<file path="src/rtl/gpio_irq_pkg.sv">
package gpio_irq_pkg;
  localparam int SEL_W = 3;

  typedef enum logic [SEL_W-1:0] {
    SEL_TRIG = 3'd0,
    SEL_BOTH = 3'd1,
    SEL_POL  = 3'd2,
    SEL_EN   = 3'd3,
    SEL_CLR  = 3'd4,
    SEL_RAW  = 3'd5,
    SEL_MSK  = 3'd6,
    SEL_NONE = 3'd7
  } reg_sel_e;
endpackage

</file>
<file path="src/rtl/gpio_irq_sync.sv">
module gpio_irq_sync #(
  parameter int W = 64
) (
  input  logic         clk,
  input  logic         rst,
  input  logic [W-1:0] d,
  output logic [W-1:0] q
);
  logic [W-1:0] stage1;

  always_ff @(posedge clk) begin
    if (rst) begin
      stage1 <= '0;
      q      <= '0;
    end else begin
      stage1 <= d;
      q      <= stage1;
    end
  end
endmodule

</file>
<file path="src/rtl/gpio_irq_cfg.sv">
module gpio_irq_cfg
  import gpio_irq_pkg::*;
#(
  parameter int NUM_BANKS = 2,
  parameter int WORD_W    = 32,
  parameter int BANK_W    = 1,
  localparam int TOT      = NUM_BANKS * WORD_W
) (
  input  logic              clk,
  input  logic              rst,
  input  logic              we,
  input  reg_sel_e          sel,
  input  logic [BANK_W-1:0] bank,
  input  logic [WORD_W-1:0] wdata,
  output logic [TOT-1:0]    trig_q,
  output logic [TOT-1:0]    both_q,
  output logic [TOT-1:0]    pol_q,
  output logic [TOT-1:0]    en_q,
  output logic [TOT-1:0]    clr_q
);
  for (genvar b = 0; b < NUM_BANKS; b++) begin : g_bank
    localparam logic [BANK_W-1:0] BIDX = BANK_W'(b);

    always_ff @(posedge clk) begin
      if (rst) begin
        trig_q[b*WORD_W +: WORD_W] <= '0;
        both_q[b*WORD_W +: WORD_W] <= '0;
        pol_q[b*WORD_W +: WORD_W]  <= '0;
        en_q[b*WORD_W +: WORD_W]   <= '0;
        clr_q[b*WORD_W +: WORD_W]  <= '1;
      end else if (we && bank == BIDX) begin
        case (sel)
          SEL_TRIG: trig_q[b*WORD_W +: WORD_W] <= wdata;
          SEL_BOTH: both_q[b*WORD_W +: WORD_W] <= wdata;
          SEL_POL:  pol_q[b*WORD_W +: WORD_W]  <= wdata;
          SEL_EN:   en_q[b*WORD_W +: WORD_W]   <= wdata;
          SEL_CLR:  clr_q[b*WORD_W +: WORD_W]  <= wdata;
          default: ;
        endcase
      end
    end
  end
endmodule

</file>
<file path="src/rtl/gpio_irq_pin.sv">
module gpio_irq_pin (
  input  logic clk,
  input  logic rst,
  input  logic smp,
  input  logic trig_edge,
  input  logic both,
  input  logic pol,
  input  logic arm,
  output logic lat,
  output logic raw
);
  logic prev;
  logic hit;

  always_comb begin
    if (!trig_edge)  hit = 1'b0;
    else if (both)   hit = smp ^ prev;
    else if (pol)    hit = smp & ~prev;
    else             hit = ~smp & prev;
  end

  always_ff @(posedge clk) begin
    if (rst) begin
      prev <= 1'b0;
      lat  <= 1'b0;
    end else begin
      prev <= smp;
      lat  <= arm ? (lat | hit) : 1'b0;
    end
  end

  assign raw = trig_edge ? lat : (smp ~^ pol);
endmodule

</file>
<file path="src/rtl/gpio_irq_ctrl.sv">
module gpio_irq_ctrl
  import gpio_irq_pkg::*;
#(
  parameter int NUM_PINS   = 64,
  parameter int WORD_W     = 32,
  localparam int NUM_BANKS = (NUM_PINS + WORD_W - 1) / WORD_W,
  localparam int BANK_W    = (NUM_BANKS > 1) ? $clog2(NUM_BANKS) : 1,
  localparam int ADDR_W    = SEL_W + BANK_W
) (
  input  logic                clk,
  input  logic                rst,
  input  logic                reg_we,
  input  logic [ADDR_W-1:0]   reg_addr,
  input  logic [WORD_W-1:0]   reg_wdata,
  output logic [WORD_W-1:0]   reg_rdata,
  input  logic [NUM_PINS-1:0] pin_in,
  output logic                irq_out
);
  localparam int TOT   = NUM_BANKS * WORD_W;
  localparam int PAD_W = (1 << BANK_W) * WORD_W;

  reg_sel_e          sel;
  logic [BANK_W-1:0] bank;
  logic [TOT-1:0]    smp_vec;
  logic [TOT-1:0]    trig_q, both_q, pol_q, en_q, clr_q;
  logic [TOT-1:0]    edge_lat, raw_stat, msk_stat;
  logic [TOT-1:0]    rd_vec;
  logic [PAD_W-1:0]  rd_pad;

  assign sel  = reg_sel_e'(reg_addr[ADDR_W-1 -: SEL_W]);
  assign bank = reg_addr[BANK_W-1:0];

  gpio_irq_sync #(.W(TOT)) u_sync (
    .clk (clk),
    .rst (rst),
    .d   (TOT'(pin_in)),
    .q   (smp_vec)
  );

  gpio_irq_cfg #(
    .NUM_BANKS (NUM_BANKS),
    .WORD_W    (WORD_W),
    .BANK_W    (BANK_W)
  ) u_cfg (
    .clk    (clk),
    .rst    (rst),
    .we     (reg_we),
    .sel    (sel),
    .bank   (bank),
    .wdata  (reg_wdata),
    .trig_q (trig_q),
    .both_q (both_q),
    .pol_q  (pol_q),
    .en_q   (en_q),
    .clr_q  (clr_q)
  );

  for (genvar i = 0; i < TOT; i++) begin : g_pin
    gpio_irq_pin u_pin (
      .clk       (clk),
      .rst       (rst),
      .smp       (smp_vec[i]),
      .trig_edge (trig_q[i]),
      .both      (both_q[i]),
      .pol       (pol_q[i]),
      .arm       (clr_q[i]),
      .lat       (edge_lat[i]),
      .raw       (raw_stat[i])
    );
  end

  assign msk_stat = raw_stat & en_q;

  always_comb begin
    case (sel)
      SEL_TRIG: rd_vec = trig_q;
      SEL_BOTH: rd_vec = both_q;
      SEL_POL:  rd_vec = pol_q;
      SEL_EN:   rd_vec = en_q;
      SEL_CLR:  rd_vec = clr_q;
      SEL_RAW:  rd_vec = raw_stat;
      SEL_MSK:  rd_vec = msk_stat;
      default:  rd_vec = '0;
    endcase
  end

  assign rd_pad = PAD_W'(rd_vec);

  always_ff @(posedge clk) begin
    if (rst) begin
      irq_out   <= 1'b0;
      reg_rdata <= '0;
    end else begin
      irq_out   <= |msk_stat;
      reg_rdata <= rd_pad[bank*WORD_W +: WORD_W];
    end
  end
endmodule

</file>
<file path="config.mk">
export PLATFORM = sky130hd
export DESIGN_NAME = gpio_irq_ctrl
export DESIGN_NICKNAME = d
export VERILOG_FILES = /design/src/rtl/gpio_irq_pkg.sv /design/src/rtl/gpio_irq_sync.sv /design/src/rtl/gpio_irq_cfg.sv /design/src/rtl/gpio_irq_pin.sv /design/src/rtl/gpio_irq_ctrl.sv
export SDC_FILE = /design/constraint.sdc
export NUM_CORES = 1
export LEC_CHECK = 0
export BUFFER_PORTS_ARGS = -buffer_cell sky130_fd_sc_hd__buf_4
export CAP_MARGIN = 20
export CORE_ASPECT_RATIO = 0.75
export CORE_MARGIN = 3
export CORE_UTILIZATION = 40
export DETAILED_ROUTE_END_ITERATION = 7
export MAX_ROUTING_LAYER = met4
export PLACE_DENSITY_LB_ADDON = 0.15
export SLEW_MARGIN = 20
export SYNTH_ARGS = -nofsm -noshare
export SYNTH_HDL_FRONTEND = slang
export SYNTH_HIERARCHICAL = 1
export SYNTH_SLANG_ARGS = --single-unit
</file>
<file path="constraint.sdc">
create_clock -name clk -period 5.3 [get_ports clk]
set_clock_uncertainty 0.2 [all_clocks]
set_input_delay 0.265 -clock clk [delete_from_list [all_inputs] [get_ports clk]]
set_output_delay 0.265 -clock clk [all_outputs]
set_load 0.01 [all_outputs]
</file>
==> impl_metrics.env <==
export IMPL_drive_gt1_share_pct=13.7
export IMPL_worstSetupPathType="primary input to flip-flop"
export IMPL_design_portCount=136
export IMPL_ys_seq_area_share_pct=40.9
export IMPL_start_kind="primary input"
export IMPL_rsz0062_at_grt="no"
export IMPL_status="complete, no violations"
export IMPL_synth_area_per_cell_um2=9.71
export IMPL_grt_max_degree=147
export IMPL_via_per_inst=5.31
export IMPL_timing_final_ws_setup_ns=2.28
export IMPL_fp_coreArea_um2=72700
export IMPL_slew_headroom_pct=28.2
export IMPL_holdWs_ns=0.0604
export IMPL_row_count=85
export IMPL_ys_ff_latch=609
export IMPL_synthFlopType="dfxtp_1"
export IMPL_port_buffers=135
export IMPL_cts_path_max_buffers=3
export IMPL_hold_viol=0
export IMPL_drc=0
export IMPL_final_cells=4214
export IMPL_final_cell_mix="dfxtp_1 (609), nand2b_1 (359), mux2i_1 (359), inv_1 (210), nand2_1 (170)"
export IMPL_dieArea_um2=77800
export IMPL_fill_cells=6786
export IMPL_finalWorstPathRequiredPeriod_ns=3.02
export IMPL_crit_chain="dlygate4sd3_1 > buf_4 > nor2b_1 > nand3_2 > buf_4 > mux2i_1"
export IMPL_antenna_found_initial=4
export IMPL_vias=22400
export IMPL_crit_top_cell="buf_4"
export IMPL_design_power_total_mw=10.5
export IMPL_cp_slowest_cell="nand3_2"
export IMPL_die_w_um=321
export IMPL_globalplace_congestion=0.833
export IMPL_p_leak_nw=14.8
export IMPL_yosysWarnings=6
export IMPL_ir_worst_vdd_mv=0.172
export IMPL_min_path_type="primary input to flip-flop"
export IMPL_cp_arrival_ns=3.28
export IMPL_drt_pass1_iterations=6
export IMPL_grt_use_total_pct=22.7
export IMPL_setup_tns_ns=0
export IMPL_worst_pin_slew_ns=1.08
export IMPL_timing_fmax_mhz=331
export IMPL_syn_nets=3299
export IMPL_grt_pass1_vias=22400
export IMPL_cts_root_buf="clkbuf_16"
export IMPL_powerDensity_nw_per_um2=304
export IMPL_areaGrowthSynthToFinish_pct=16.3
export IMPL_cts_num_sinks=609
export IMPL_dp_hpwl_um=55300
export IMPL_timing_final_crit_share_pct=57.0
export IMPL_cp_max_fo=17
export IMPL_layout_commonest_cell="dfxtp_1"
export IMPL_grt_pass1_wl_um=134000
export IMPL_cts_buffers=66
export IMPL_synth_edf_count=0
export IMPL_cp_end_kind="flip-flop"
export IMPL_async_flop_share_pct=0
export IMPL_synth_cell_type_count=64
export IMPL_place_inst=4001
export IMPL_max_cap_violations=0
export IMPL_crit_path_max_incr_delay_ns=0.89
export IMPL_dp_worst_setup_slack_ns=2.18
export IMPL_cts_max_level=3
export IMPL_postCtsSetupBuffers=0
export IMPL_clock_latency_ns=0.61
export IMPL_clk_pin_slew_worst_paths_ns=0.06
export IMPL_overflow=0
export IMPL_die_h_um=242
export IMPL_syn_area_um2=29800
export IMPL_cp_required_ns=5.55
export IMPL_post_drt_wl_per_cell_um=20.9
export IMPL_ant_nets=0
export IMPL_drt_total_wl_um=88100
export IMPL_finalMaxSlewViolations=0
export IMPL_drtIter0Drc=1653
export IMPL_final_nets=3442
export IMPL_cts_tree="built"
export IMPL_start_util_pct=41.0
export IMPL_setup_viol=0
export IMPL_synthCells=3068
metrics by stage:
stage	util, %	area [um2]
detailed placement	43.1	31400
CTS	47.6	34600
global route	47.6	34600
global placement	43.1	31400
floorplan	-	29800
finish	47.6	34600
final timing paths:
kind | slack (ns) | depth (start not counted) | start | endpoint
max | 2.28 | 6 | reg_addr[0] | u_cfg/clr_q[29]
min | 0.06 | 3 | reg_addr[2] | reg_rdata[4]
max reg2reg | 2.72 | 6 | u_sync/q[31] | irq_out
min reg2reg | 0.23 | 1 | u_sync/stage1[0] | u_sync/q[0]
metal layers:
| metal | share of wire (%) | GRT usage [%] | vias up |
|---|---|---|---|
| li1 | - | - | 10700 |
| met1 | 48 | 31.3 | 10900 |
| met2 | 45 | 34.9 | 641 |
| met3 | 5.2 | 2.76 | 158 |
| met4 | 2.6 | 6.66 | 0 |
| met5 | 0 | - | - |
Yosys cell counts, types with 38 or more instances:
cell type	count	area, um2
nor2b_1	156	976
mux2_4	64	961
nand2b_1	360	2250
a22oi_1	82	616
a21oi_1	86	430
ha_1	128	1600
buf_2	58	290
o211ai_2	64	801
nand2_1	173	649
o221ai_1	38	333
nor2_1	163	612
dfxtp_1	609	12200
o21ai_1	64	320
inv_1	210	788
clkbuf_1	76	285
xor2_1	64	561
mux2i_1	359	3590
layout make-up:
cell class | instances | area (um2) | share of cell area (%)
multi-input cells | 2056 | 15900 | 45.9
flip-flops and latches | 609 | 12200 | 35.2
repair buffers | 267 | 2300 | 6.65
clock buffers | 100 | 2050 | 5.91
well taps | 957 | 1200 | 3.46
inverters | 211 | 792 | 2.29
clock inverters | 13 | 199 | 0.574
diodes | 1 | 2.50 | 0.00723
power by group:
group	internal (mW)	total, mW	switching (mW)
sequential	4.69	4.78	0.0953
clock	2.90	4.82	1.92
combinational	0.413	0.938	0.525
cell families (layout without fill, tap and decap cells):
| kind of cell | count (synthesis) | in the layout | share of synthesized area [%] |
|---|---|---|---|
| compound gates | 496 | 496 | 13.0 |
| xor+xnor | 64 | 64 | 1.88 |
| fa+ha+maj | 128 | 128 | 5.38 |
| buf+inv | 403 | 591 | 5.96 |
| flops | 609 | 609 | 40.9 |
| mux | 437 | 437 | 16.0 |
| other cells | 0 | 1 | 0 |
| simple gates | 931 | 931 | 16.9 |
worst max-delay path, delay by kind of cell:
| family | cells | cell delay (ns) |
|---|---|---|
| and+or+nand+nor | 2 | 1.47 |
| buffers and inverters | 3 | 1.32 |
| muxes | 1 | 0.18 |
timing repair:
item	in CTS	in global routing
hold buffers	98	0
hold endpoints to repair	329	0
endpoints found under the setup margin	0	0
resized for setup	0	0
(Power assumes the default switching activity.)
